### src/rtl/cregport_pkg.sv
`timescale 1ns/1ps
package cregport_pkg;
    localparam int ADDR_W    = 3;
    localparam int DATA_W    = 8;
    localparam int CFG_W     = 7;
    localparam int GAIN_W    = 5;
    localparam int NCH       = 3;
    localparam int BUS_W     = 12;
    localparam int FRAME_LEN = ADDR_W + DATA_W;
    localparam int CNT_W     = $clog2(FRAME_LEN + 2);

    localparam int CFG_ADDR  = 0;
    localparam int OFF_BASE  = 1;
    localparam int GAIN_BASE = OFF_BASE + NCH;
    localparam int RSVD_ADDR = GAIN_BASE + NCH;

    localparam logic [DATA_W-1:0] OFFSET_RST = 8'hC0;

    typedef enum logic [1:0] {
        SER_IDLE,
        SER_SHIFT,
        SER_OVER,
        SER_STROBE
    } ser_state_e;

    typedef enum logic [2:0] {
        BUS_QUIET,
        BUS_CONV,
        BUS_FAULT,
        BUS_PAR_IDLE,
        BUS_PAR_READ
    } bus_state_e;
endpackage

### src/rtl/cregport_sync.sv
`timescale 1ns/1ps
module cregport_sync #(
    parameter int WIDTH  = 1,
    parameter int STAGES = 2
) (
    input  logic             clk,
    input  logic             rst_n,
    input  logic [WIDTH-1:0] d,
    output logic [WIDTH-1:0] q
);
    generate
        if (STAGES <= 1) begin : g_single
            logic [WIDTH-1:0] r;
            always_ff @(posedge clk or negedge rst_n) begin
                if (!rst_n) r <= '0;
                else        r <= d;
            end
            assign q = r;
        end else begin : g_chain
            localparam int TOT = STAGES * WIDTH;
            logic [TOT-1:0] chain;
            always_ff @(posedge clk or negedge rst_n) begin
                if (!rst_n) chain <= '0;
                else        chain <= {chain[TOT-WIDTH-1:0], d};
            end
            assign q = chain[TOT-1 -: WIDTH];
        end
    endgenerate
endmodule

### src/rtl/cregport_serial.sv
`timescale 1ns/1ps
module cregport_serial
    import cregport_pkg::*;
(
    input  logic                 clk,
    input  logic                 rst_n,
    input  logic                 active,
    input  logic                 sclk_rise,
    input  logic                 wr_rise,
    input  logic                 wr_fall,
    input  logic                 wr_lvl,
    input  logic                 sdat,
    output logic                 commit,
    output logic [FRAME_LEN-1:0] frame
);
    ser_state_e        state, nxt;
    logic [CNT_W-1:0]  cnt;
    logic              shift_en;
    logic              cnt_full;

    assign cnt_full = (cnt == CNT_W'(FRAME_LEN));

    // state register
    always_ff @(posedge clk or negedge rst_n) begin
        if (!rst_n) state <= SER_IDLE;
        else        state <= nxt;
    end

    // next state
    always_comb begin
        nxt = state;
        if (!active) begin
            nxt = SER_IDLE;
        end else begin
            unique case (state)
                SER_IDLE: begin
                    if (wr_rise)                     nxt = SER_STROBE;
                    else if (sclk_rise && !wr_lvl)   nxt = SER_SHIFT;
                end
                SER_SHIFT: begin
                    if (wr_rise)                               nxt = SER_STROBE;
                    else if (sclk_rise && !wr_lvl && cnt_full) nxt = SER_OVER;
                end
                SER_OVER: begin
                    if (wr_rise) nxt = SER_STROBE;
                end
                SER_STROBE: begin
                    if (wr_fall) nxt = SER_IDLE;
                end
                default: nxt = SER_IDLE;
            endcase
        end
    end

    // outputs
    always_comb begin
        commit   = 1'b0;
        shift_en = 1'b0;
        if (active) begin
            unique case (state)
                SER_IDLE:   shift_en = sclk_rise && !wr_lvl && !wr_rise;
                SER_SHIFT: begin
                    shift_en = sclk_rise && !wr_lvl && !wr_rise;
                    commit   = wr_rise && cnt_full;
                end
                SER_OVER:   shift_en = 1'b0;
                SER_STROBE: shift_en = 1'b0;
                default:    shift_en = 1'b0;
            endcase
        end
    end

    // shift register and bit counter
    always_ff @(posedge clk or negedge rst_n) begin
        if (!rst_n) begin
            frame <= '0;
            cnt   <= '0;
        end else if (!active) begin
            cnt <= '0;
        end else if (state == SER_STROBE && wr_fall) begin
            cnt <= '0;
        end else if (shift_en) begin
            frame <= {frame[FRAME_LEN-2:0], sdat};
            if (cnt <= CNT_W'(FRAME_LEN)) cnt <= cnt + 1'b1;
        end
    end
endmodule

### src/rtl/cregport_regfile.sv
`timescale 1ns/1ps
module cregport_regfile
    import cregport_pkg::*;
(
    input  logic                    clk,
    input  logic                    rst_n,
    input  logic                    we,
    input  logic [ADDR_W-1:0]       waddr,
    input  logic [DATA_W-1:0]       wdata,
    input  logic [ADDR_W-1:0]       raddr,
    output logic [DATA_W-1:0]       rdata,
    output logic [CFG_W-1:0]        cfg,
    output logic [NCH*DATA_W-1:0]   off_flat,
    output logic [NCH*GAIN_W-1:0]   gain_flat
);
    logic [CFG_W-1:0]  cfg_q;
    logic [DATA_W-1:0] off_arr  [NCH];
    logic [GAIN_W-1:0] gain_arr [NCH];

    always_ff @(posedge clk or negedge rst_n) begin
        if (!rst_n)                                   cfg_q <= '0;
        else if (we && waddr == ADDR_W'(CFG_ADDR))    cfg_q <= wdata[CFG_W-1:0];
    end
    assign cfg = cfg_q;

    generate
        for (genvar ch = 0; ch < NCH; ch++) begin : g_ch
            logic [DATA_W-1:0] off_q;
            logic [GAIN_W-1:0] gain_q;
            always_ff @(posedge clk or negedge rst_n) begin
                if (!rst_n) begin
                    off_q  <= OFFSET_RST;
                    gain_q <= '0;
                end else if (we) begin
                    if (waddr == ADDR_W'(OFF_BASE + ch))  off_q  <= wdata;
                    if (waddr == ADDR_W'(GAIN_BASE + ch)) gain_q <= wdata[GAIN_W-1:0];
                end
            end
            assign off_arr[ch]  = off_q;
            assign gain_arr[ch] = gain_q;
            assign off_flat[ch*DATA_W +: DATA_W]  = off_q;
            assign gain_flat[ch*GAIN_W +: GAIN_W] = gain_q;
        end
    endgenerate

    // readback, zero-extended; reserved address reads zero
    always_comb begin
        rdata = '0;
        if (raddr == ADDR_W'(CFG_ADDR)) rdata = DATA_W'(cfg_q);
        for (int ch = 0; ch < NCH; ch++) begin
            if (raddr == ADDR_W'(OFF_BASE + ch))  rdata = off_arr[ch];
            if (raddr == ADDR_W'(GAIN_BASE + ch)) rdata = DATA_W'(gain_arr[ch]);
        end
    end
endmodule

### src/rtl/cregport_busmode.sv
`timescale 1ns/1ps
module cregport_busmode
    import cregport_pkg::*;
(
    input  logic             clk,
    input  logic             rst_n,
    input  logic             conv_off,
    input  logic             port_par,
    input  logic             rd_req,
    output logic [BUS_W-1:0] pin_oe,
    output logic             drive_conv,
    output logic             mode_err,
    output logic             ser_active,
    output logic             par_active
);
    bus_state_e state, nxt;

    always_ff @(posedge clk or negedge rst_n) begin
        if (!rst_n) state <= BUS_QUIET;
        else        state <= nxt;
    end

    always_comb begin
        unique case ({conv_off, port_par})
            2'b00:   nxt = BUS_CONV;
            2'b01:   nxt = BUS_FAULT;
            2'b10:   nxt = BUS_QUIET;
            2'b11:   nxt = rd_req ? BUS_PAR_READ : BUS_PAR_IDLE;
            default: nxt = BUS_QUIET;
        endcase
    end

    always_comb begin
        pin_oe     = '0;
        drive_conv = 1'b0;
        mode_err   = 1'b0;
        ser_active = 1'b0;
        par_active = 1'b0;
        unique case (state)
            BUS_QUIET: ser_active = 1'b1;
            BUS_CONV: begin
                pin_oe     = '1;
                drive_conv = 1'b1;
                ser_active = 1'b1;
            end
            BUS_FAULT:    mode_err = 1'b1;
            BUS_PAR_IDLE: par_active = 1'b1;
            BUS_PAR_READ: begin
                par_active          = 1'b1;
                pin_oe[DATA_W-1:0]  = '1;
            end
            default: pin_oe = '0;
        endcase
    end
endmodule

### src/rtl/ctrl_reg_port.sv
`timescale 1ns/1ps
module ctrl_reg_port
    import cregport_pkg::*;
#(
    parameter int SYNC_STAGES = 2
) (
    input  logic                        clk,
    input  logic                        rst_n,
    input  logic                        ser_clk,
    input  logic                        ser_dat,
    input  logic                        wr_stb,
    input  logic                        rd_stb,
    input  logic                        conv_off,
    input  logic                        port_par,
    input  logic [BUS_W-1:0]            conv_data,
    input  logic [ADDR_W+DATA_W-1:0]    pin_in,
    output logic [BUS_W-1:0]            pin_out,
    output logic [BUS_W-1:0]            pin_oe,
    output logic                        mode_err,
    output logic [CFG_W-1:0]            cfg,
    output logic [DATA_W-1:0]           off_r,
    output logic [DATA_W-1:0]           off_g,
    output logic [DATA_W-1:0]           off_b,
    output logic [GAIN_W-1:0]           gain_r,
    output logic [GAIN_W-1:0]           gain_g,
    output logic [GAIN_W-1:0]           gain_b
);
    localparam int NSYNC = 6;

    logic [NSYNC-1:0] raw_v, syn_v;
    logic sclk_s, sdat_s, wr_s, rd_s, off_s, par_s;
    logic sclk_prev, wr_prev;
    logic sclk_rise, wr_rise, wr_fall;

    assign raw_v = {ser_clk, ser_dat, wr_stb, rd_stb, conv_off, port_par};

    cregport_sync #(.WIDTH(NSYNC), .STAGES(SYNC_STAGES)) u_sync (
        .clk   (clk),
        .rst_n (rst_n),
        .d     (raw_v),
        .q     (syn_v)
    );

    assign {sclk_s, sdat_s, wr_s, rd_s, off_s, par_s} = syn_v;

    always_ff @(posedge clk or negedge rst_n) begin
        if (!rst_n) begin
            sclk_prev <= 1'b0;
            wr_prev   <= 1'b0;
        end else begin
            sclk_prev <= sclk_s;
            wr_prev   <= wr_s;
        end
    end

    assign sclk_rise = sclk_s & ~sclk_prev;
    assign wr_rise   = wr_s & ~wr_prev;
    assign wr_fall   = ~wr_s & wr_prev;

    logic drive_conv, ser_active, par_active;

    cregport_busmode u_bus (
        .clk        (clk),
        .rst_n      (rst_n),
        .conv_off   (off_s),
        .port_par   (par_s),
        .rd_req     (rd_s),
        .pin_oe     (pin_oe),
        .drive_conv (drive_conv),
        .mode_err   (mode_err),
        .ser_active (ser_active),
        .par_active (par_active)
    );

    logic                 ser_commit;
    logic [FRAME_LEN-1:0] ser_frame;

    cregport_serial u_ser (
        .clk       (clk),
        .rst_n     (rst_n),
        .active    (ser_active),
        .sclk_rise (sclk_rise),
        .wr_rise   (wr_rise),
        .wr_fall   (wr_fall),
        .wr_lvl    (wr_s),
        .sdat      (sdat_s),
        .commit    (ser_commit),
        .frame     (ser_frame)
    );

    logic                par_we;
    logic                reg_we;
    logic [ADDR_W-1:0]   reg_waddr;
    logic [DATA_W-1:0]   reg_wdata;
    logic [DATA_W-1:0]   rdata;
    logic [NCH*DATA_W-1:0] off_flat;
    logic [NCH*GAIN_W-1:0] gain_flat;

    assign par_we = par_active & wr_rise;
    assign reg_we = par_we | ser_commit;

    always_comb begin
        if (par_we) begin
            reg_waddr = pin_in[ADDR_W+DATA_W-1:DATA_W];
            reg_wdata = pin_in[DATA_W-1:0];
        end else begin
            reg_waddr = ser_frame[FRAME_LEN-1:DATA_W];
            reg_wdata = ser_frame[DATA_W-1:0];
        end
    end

    cregport_regfile u_rf (
        .clk       (clk),
        .rst_n     (rst_n),
        .we        (reg_we),
        .waddr     (reg_waddr),
        .wdata     (reg_wdata),
        .raddr     (pin_in[ADDR_W+DATA_W-1:DATA_W]),
        .rdata     (rdata),
        .cfg       (cfg),
        .off_flat  (off_flat),
        .gain_flat (gain_flat)
    );

    assign pin_out = drive_conv ? conv_data : BUS_W'(rdata);

    assign off_r  = off_flat[0*DATA_W +: DATA_W];
    assign off_g  = off_flat[1*DATA_W +: DATA_W];
    assign off_b  = off_flat[2*DATA_W +: DATA_W];
    assign gain_r = gain_flat[0*GAIN_W +: GAIN_W];
    assign gain_g = gain_flat[1*GAIN_W +: GAIN_W];
    assign gain_b = gain_flat[2*GAIN_W +: GAIN_W];
endmodule

### config.mk
export PLATFORM = sky130hd
export DESIGN_NAME = ctrl_reg_port
export DESIGN_NICKNAME = d
export VERILOG_FILES = /design/src/rtl/cregport_pkg.sv /design/src/rtl/cregport_sync.sv /design/src/rtl/cregport_serial.sv /design/src/rtl/cregport_regfile.sv /design/src/rtl/cregport_busmode.sv /design/src/rtl/ctrl_reg_port.sv
export SDC_FILE = /design/constraint.sdc
export NUM_CORES = 1
export LEC_CHECK = 0
export BUFFER_PORTS_ARGS = -buffer_cell sky130_fd_sc_hd__buf_2
export CORE_ASPECT_RATIO = 0.9
export CORE_MARGIN = 3
export CORE_UTILIZATION = 55
export DETAILED_ROUTE_END_ITERATION = 8
export GPL_ROUTABILITY_DRIVEN = 0
export MAX_ROUTING_LAYER = met4
export PLACE_DENSITY = 0.89
export SYNTH_ARGS = -nofsm -noshare
export SYNTH_HDL_FRONTEND = slang
export SYNTH_SLANG_ARGS = --single-unit
### constraint.sdc
create_clock -name clk -period 3.21 [get_ports clk]
set_input_delay 0.642 -clock clk [delete_from_list [all_inputs] [get_ports clk]]
set_output_delay 0.642 -clock clk [all_outputs]
set_load 0.01 [all_outputs]
* After elaboration in Yosys (flattened, before gate mapping)
Cells that the tools add are included.
** Word-level totals
- Register bits after elaboration :: 80
- Latch bits :: 0
- Memory bits (writable) :: 0
- Memory bits (read-only) :: 0
- Memories kept :: 0
** Operators by class
- $add $sub $neg :: 1
- Multipliers :: 0
- Div/mod/pow operators :: 0
- $lt $le $gt $ge :: 1
- Equality and inequality tests :: 29
- Shift operators :: 0
- Mux-type cells :: 34
- Bitwise gates (word level) :: 9
- Reduce and logical (&&, ||, !) cells :: 27
** Operators with widths (number)
- two-way mux 8 bit :: 8
- equality test 3 bit (second input constant) :: 7
- two-way mux 4 bit :: 5
- equality test 3 x 2 -> 1 bit (second input constant) :: 6
- two-way mux 2 bit :: 7
- AND reduction 2 bit :: 7
- two-way mux 12 bit :: 1
- inequality test 3 bit (second input constant) :: 4
- case mux 3 bit (4 select lines) :: 1
- OR reduction 2 bit :: 5
- equality test 3 x 1 -> 1 bit (second input constant) :: 3
- zero test 3 bit :: 3
- equality test 2 bit (second input constant) :: 4
- inequality test 4 bit (second input constant) :: 2
- case mux 2 bit (4 select lines) :: 1
- two-way mux 1 bit :: 7
- two-way mux 7 bit :: 1
- logical AND 1 bit :: 6
- two-way mux 3 bit :: 2
- adder 4 x 1 -> 4 bit (second input constant) :: 1
- AND 1 bit :: 4
- equality test 2 x 1 -> 1 bit (second input constant) :: 2
- equality test 4 bit (second input constant) :: 1
- <= comparator 4 bit (second input constant) :: 1
- 7 further kinds :: 12

* Depth between registers and ports, before layout
- Depth in word-level cells :: 9
- Mapped depth :: 8
- Gate-level depth less buffers :: 7

* Hierarchy
From an unflattened synthesis, not the netlist that was laid out.
** Unflattened totals
- Cells, all modules :: 321
- Area total of the unflattened synthesis :: 4122.7 µm²
** By module, submodules not included
- cregport_regfile :: times used 1, cells an instance 176, area each 2267.2 µm²
- cregport_serial :: times used 1, cells an instance 69, area each 892.1 µm²
- ctrl_reg_port :: times used 1, cells an instance 32, area each 385.4 µm²
- cregport_sync :: times used 1, cells an instance 18, area each 345.3 µm²
- cregport_busmode :: times used 1, cells an instance 26, area each 232.7 µm²

* Least setup slack after synthesis
Ideal clock, no wire load.
- Path type :: input to output
- Start :: input pin_in[10]
- End :: output pin_out[0]
- Arrival time :: 1.866 ns
- Required time :: 2.568 ns
- Slack :: 0.702 ns
- Cell stages on the path :: 5
- Buffers on the path :: 1
- Cells stage by stage :: clkbuf_1 inv_1 nor3b_1 a2bb2oi_1 o21ai_0
** On the way
- Cells in the longest elaborated chain, start to end :: 9
** RTL lines
- start: declaration :: RTL line ctrl_reg_port.sv:16 : input logic [ADDR_W+DATA_W-1:0] pin_in,
- zero test 3 bit :: RTL line cregport_regfile.sv:49 : if (raddr == ADDR_W'(CFG_ADDR)) rdata = DATA_W'(cfg_q);
- two-way mux 7 bit :: RTL line cregport_regfile.sv:49
- two-way mux 8 bit :: RTL line cregport_regfile.sv:51 : if (raddr == ADDR_W'(OFF_BASE + ch)) rdata = off_arr[ch];
- two-way mux 8 bit :: RTL line cregport_regfile.sv:52 : if (raddr == ADDR_W'(GAIN_BASE + ch)) rdata = DATA_W'(gain_arr[ch]);
- two-way mux 8 bit :: RTL line cregport_regfile.sv:51
- two-way mux 8 bit :: RTL line cregport_regfile.sv:52
- two-way mux 8 bit :: RTL line cregport_regfile.sv:51
- two-way mux 8 bit (*) :: RTL line cregport_regfile.sv:52
- two-way mux 12 bit (*) :: RTL line ctrl_reg_port.sv:125 : assign pin_out = drive_conv ? conv_data : BUS_W'(rdata);
- end: declaration :: RTL line ctrl_reg_port.sv:17 : output logic [BUS_W-1:0] pin_out,
Every way passes the cells marked *; elsewhere a longest branch is shown, timed or not.

* Final worst setup path
- Start :: register u_bus.state[2]
- End :: output pin_out[1]
** On the way
- Cells in the longest elaborated chain, start to end :: 3
** RTL lines
- start: declaration :: RTL line cregport_busmode.sv:16 : bus_state_e state, nxt;
- start signal: assignment :: RTL line cregport_busmode.sv:20 : else state <= nxt;
- equality test 3 x 1 -> 1 bit :: RTL line cregport_busmode.sv:39 : unique case (state)
- two-way mux 1 bit :: RTL line cregport_busmode.sv:39
- two-way mux 12 bit :: RTL line ctrl_reg_port.sv:125
Every way passes these cells.

==> out/results.tsv <==
stage	metric	value	unit
setup_path	critical path required time	2.57	ns
cts	Clock Path Buffers	2	
synthesis	fraction of registers with async set or reset after synthesis	1.00	
hold_path	worst hold-check path type	reg -> reg	
power	Power per Cell Area	542	nW/µm²
place	number of port buffers	101	
outcome	run status	finished clean	
sta	time the worst path needs with I/O delays and setup	3.04	ns
detailed_routing	detailed router's first-iteration violation count	361	
floorplanning	chip width	98.0	µm
cells_and_area	ant diodes	0	
floorplanning	core outline area	7220	µm²
floorplanning	effective utilization at floorplan	0.581	
sta	hold_ws	0.352	ns
cells_and_area	Final Cell Area	4880	µm²
setup_path	Critical Path Source Type	flip-flop	
setup_path	terminus of the critical flop-to-flop path	u_rf.g_ch[1].off_q[5]	
sta	Finish-stage setup viols	0	
grt	largest net degree at the start of global routing	81	
grt	overall overflow remaining after global route	0	
cts	library cell used as clock root buffer	clkbuf_8	
setup_path	critical path type	reg -> out	
synthesis	number of nets in the synthesized netlist	382	
cells_and_area	layout cell share with drive strength beyond 1	0.459	
setup_path	Worst Path Max Fanout	14	
synthesis	cell taking the most area after synthesis	dfrtp_1	
synthesis	EDFF count, synth	0	
setup_path	Largest stage delay, worst path	0.52	ns
cts	number of buffers created by CTS	9	
detailed_routing	wire length per cell	19.1	µm
detailed_routing	drt drc	0	
cts	count of buffers added by post-CTS timing repair for setup	0	
setup_path	Worst setup EP type	output port	
place	post-DP HPWL	7.11	mm
setup_path	Worst Reg2Reg Path Length in Cells	5	
synthesis	number of distinct library cells after synthesis	57	
setup_path	slack of the worst reg-to-reg path	0.61	ns
synthesis	number of cells produced by synthesis	345	
grt	global-route wire length before repair	15.8	mm
cts	clock tree from TritonCTS	yes	
sta	unrepaired setup endpoints after global routing	no	
cts	# H-tree levels	3	
synthesis	top cells by area in the synthesized netlist	dfrtp_1, mux2_2, mux2_4	
detailed_routing	number of vias in the routed layout	3225	
detailed_routing	number of detailed-route iterations in the first pass	5	
sta	highest attainable clock frequency	0.329	GHz
synthesis	flip-flop and latch count after synthesis	80	
sta	final worst path period share	0.947	
detailed_routing	WL final	10.1	mm
floorplanning	count of pins on the block boundary	102	
detailed_routing	mean number of vias per cell	6.10	
setup_path	arrival time of the worst setup path	2.40	ns
power	P_leak	0.00248	µW
setup_path	master of the slowest instance on the critical path	dfrtp_1	
flow_run	MaxCap Viol Count	0	
sta	Sum Neg Setup Slack	0	ns
grt	combined global-route utilization of all metal layers	0.244	
synthesis	Synth warnings	0	
setup_path	Worst Setup SP	u_bus.state[2]	
cells_and_area	area overhead of the layout relative to synthesis	16.3	%
setup_path	worst reg2reg path startpoint	u_bus.state[2]	
cells_and_area	Layout Nets	468	
cts	clock-pin slew on the worst setup and hold paths	0.08	ns
sta	pin slew with the least headroom to its limit	0.975	ns
grt	via count of the first global-routing pass	3060	
floorplanning	vertical die dimension	88.8	µm
sta	number of pins exceeding their max-slew limit in the final report	0	
synthesis	synthesized area	4190	µm²
hold_path	hold wc startpoint	u_sync.g_chain.chain[2]	
synthesis	most frequently used flop master after synthesis	dfrtp_1	
cts	sink count of the clock tree	80	
synthesis	Avg Synthesized Cell Area	12.2	µm²
floorplanning	die area	8710	µm²
power	Worst VDD drop	0.000315	V
detailed_routing	DRT antenna net count	0	
synthesis	fraction of the yosys area taken by sequential cells	0.479	
sta	max_slew headroom	0.350	
sta	final-report hold violation count	0	
synthesis	proportion of netlist area held by the largest area contributor	0.442	
cts	Post-CTS Resized	0	
grt	antenna violations before repair	0	
cts	source-to-sink clock delay at the later pin of the worst-skew pair	0.36	ns
setup_path	end point of the critical path	pin_out[1]	
power	PnR Total Power	2640	µW
sta	post-route clock skew	0.00970	ns
place	placed standard-cell area	4660	µm²
setup_path	cell-by-cell trace of the critical path	nor2_1 -> and2_0 -> buf_4 -> nand2_1 -> o21ai_0 -> buf_2	
cts	hold buffers post-CTS	0	
floorplanning	num rows	29	
flip-flops by register name, indices dropped and copies added (netlist names):
| signal | cells |
|---|---|
| sclk_prev | 1 |
| u_bus.state | 3 |
| u_rf.cfg | 7 |
| u_rf.g_ch.gain_q | 15 |
| u_rf.g_ch.off_q | 24 |
| u_ser.cnt | 4 |
| u_ser.frame | 11 |
| u_ser.state | 2 |
| u_sync.g_chain.chain | 12 |
| wr_prev | 1 |
layer usage:
metal	wire length, µm	part of all wire	GRT usage
met1	4300	0.42	0.312
met2	4860	0.48	0.376
met3	706	0.070	0.0575
met4	269	0.027	0.108
met5	0	0	-
final cells by class:
class / count / area [µm²]
well taps: 93 / 116
multi-input cells: 226 / 1970
clock inverters: 6 / 91.3
repair buffers: 103 / 523
inverters: 11 / 41.3
clock buffers: 10 / 128
flip-flops and latches: 80 / 2010
fillers: 515 / 2340
layout by cell type, fill, tap and decap left out, drive strengths merged, types with 2 or more instances in the layout:
cell      count
buf         103
dfrtp        74
mux2         61
nand2        21
nor2         18
a21oi        15
inv          12
o21ai        12
clkbuf       10
o22ai         7
mux2i         7
nor2b         7
o32ai         6
o32a          6
ha            6
dfstp         6
and3          5
a2bb2oi       5
o221ai        5
a22o          4
a211oi        4
nand2b        3
and3b         3
clkinvlp      3
nor3b         3
nor3          3
nand3b        2
mux4          2
a211o         2
or2           2
nand3         2
bufinv        2
cell families (layout without fill, tap and decap cells):
logic type | after synthesis | after routing | share of synthesized area
buffers and inverters | 39 | 130 | 0.0519
and+or+nand+nor | 74 | 74 | 0.0999
xor gates and xnor gates | 1 | 1 | 0.00209
AOI/OAI and AO/OA | 75 | 75 | 0.135
DFF | 80 | 80 | 0.479
adders and majority gates | 6 | 6 | 0.0179
muxes | 70 | 70 | 0.214
per-stage QoR:
stage | utilization | setup slack [ns] | std cells
CTS | 0.675 | 0.234 | 529
global placement | 0.645 | 0.452 | 513
detailed placement | 0.645 | 0.258 | 513
floorplan | - | 0.702 | 345
global route | 0.675 | 0.0981 | 529
finish | 0.675 | 0.171 | 529
synth_stat cells (7+ instances only):
library cell / count
buf_4: 11
o21ai_0: 10
nor2_1: 17
mux2_2: 36
a21oi_1: 14
nand2_1: 21
o22ai_1: 7
mux2_4: 25
inv_1: 11
dfrtp_1: 74
clkbuf_1: 7
critical path, delay by kind of cell (launching register included):
kind / cells / cell delay (ns)
compound gates: 1 / 0.12
buf+inv: 2 / 0.45
flops: 1 / 0.52
simple gates: 3 / 0.95
report_power, final:
group | total [µW] | internal [µW] | switching (µW)
registers | 1210 | 1100 | 103
clock network | 821 | 441 | 380
logic | 615 | 275 | 341
how the worst min path moves through the flow:
| stage | slack [ns] | end | cells past startpoint |
|---|---|---|---|
| 2_1_floorplan | 0.33 | u_sync.g_chain.chain[10] | 0 |
| 3_3_place_gp | 0.33 | u_sync.g_chain.chain[10] | 0 |
| 3_5_place_dp | 0.33 | u_sync.g_chain.chain[7] | 0 |
| 4_1_cts | 0.35 | u_sync.g_chain.chain[8] | 0 |
| 5_1_grt | 0.36 | u_sync.g_chain.chain[6] | 0 |
| 6_report | 0.35 | u_sync.g_chain.chain[8] | 0 |
Note: power is estimated with default switching activity, not from simulation.
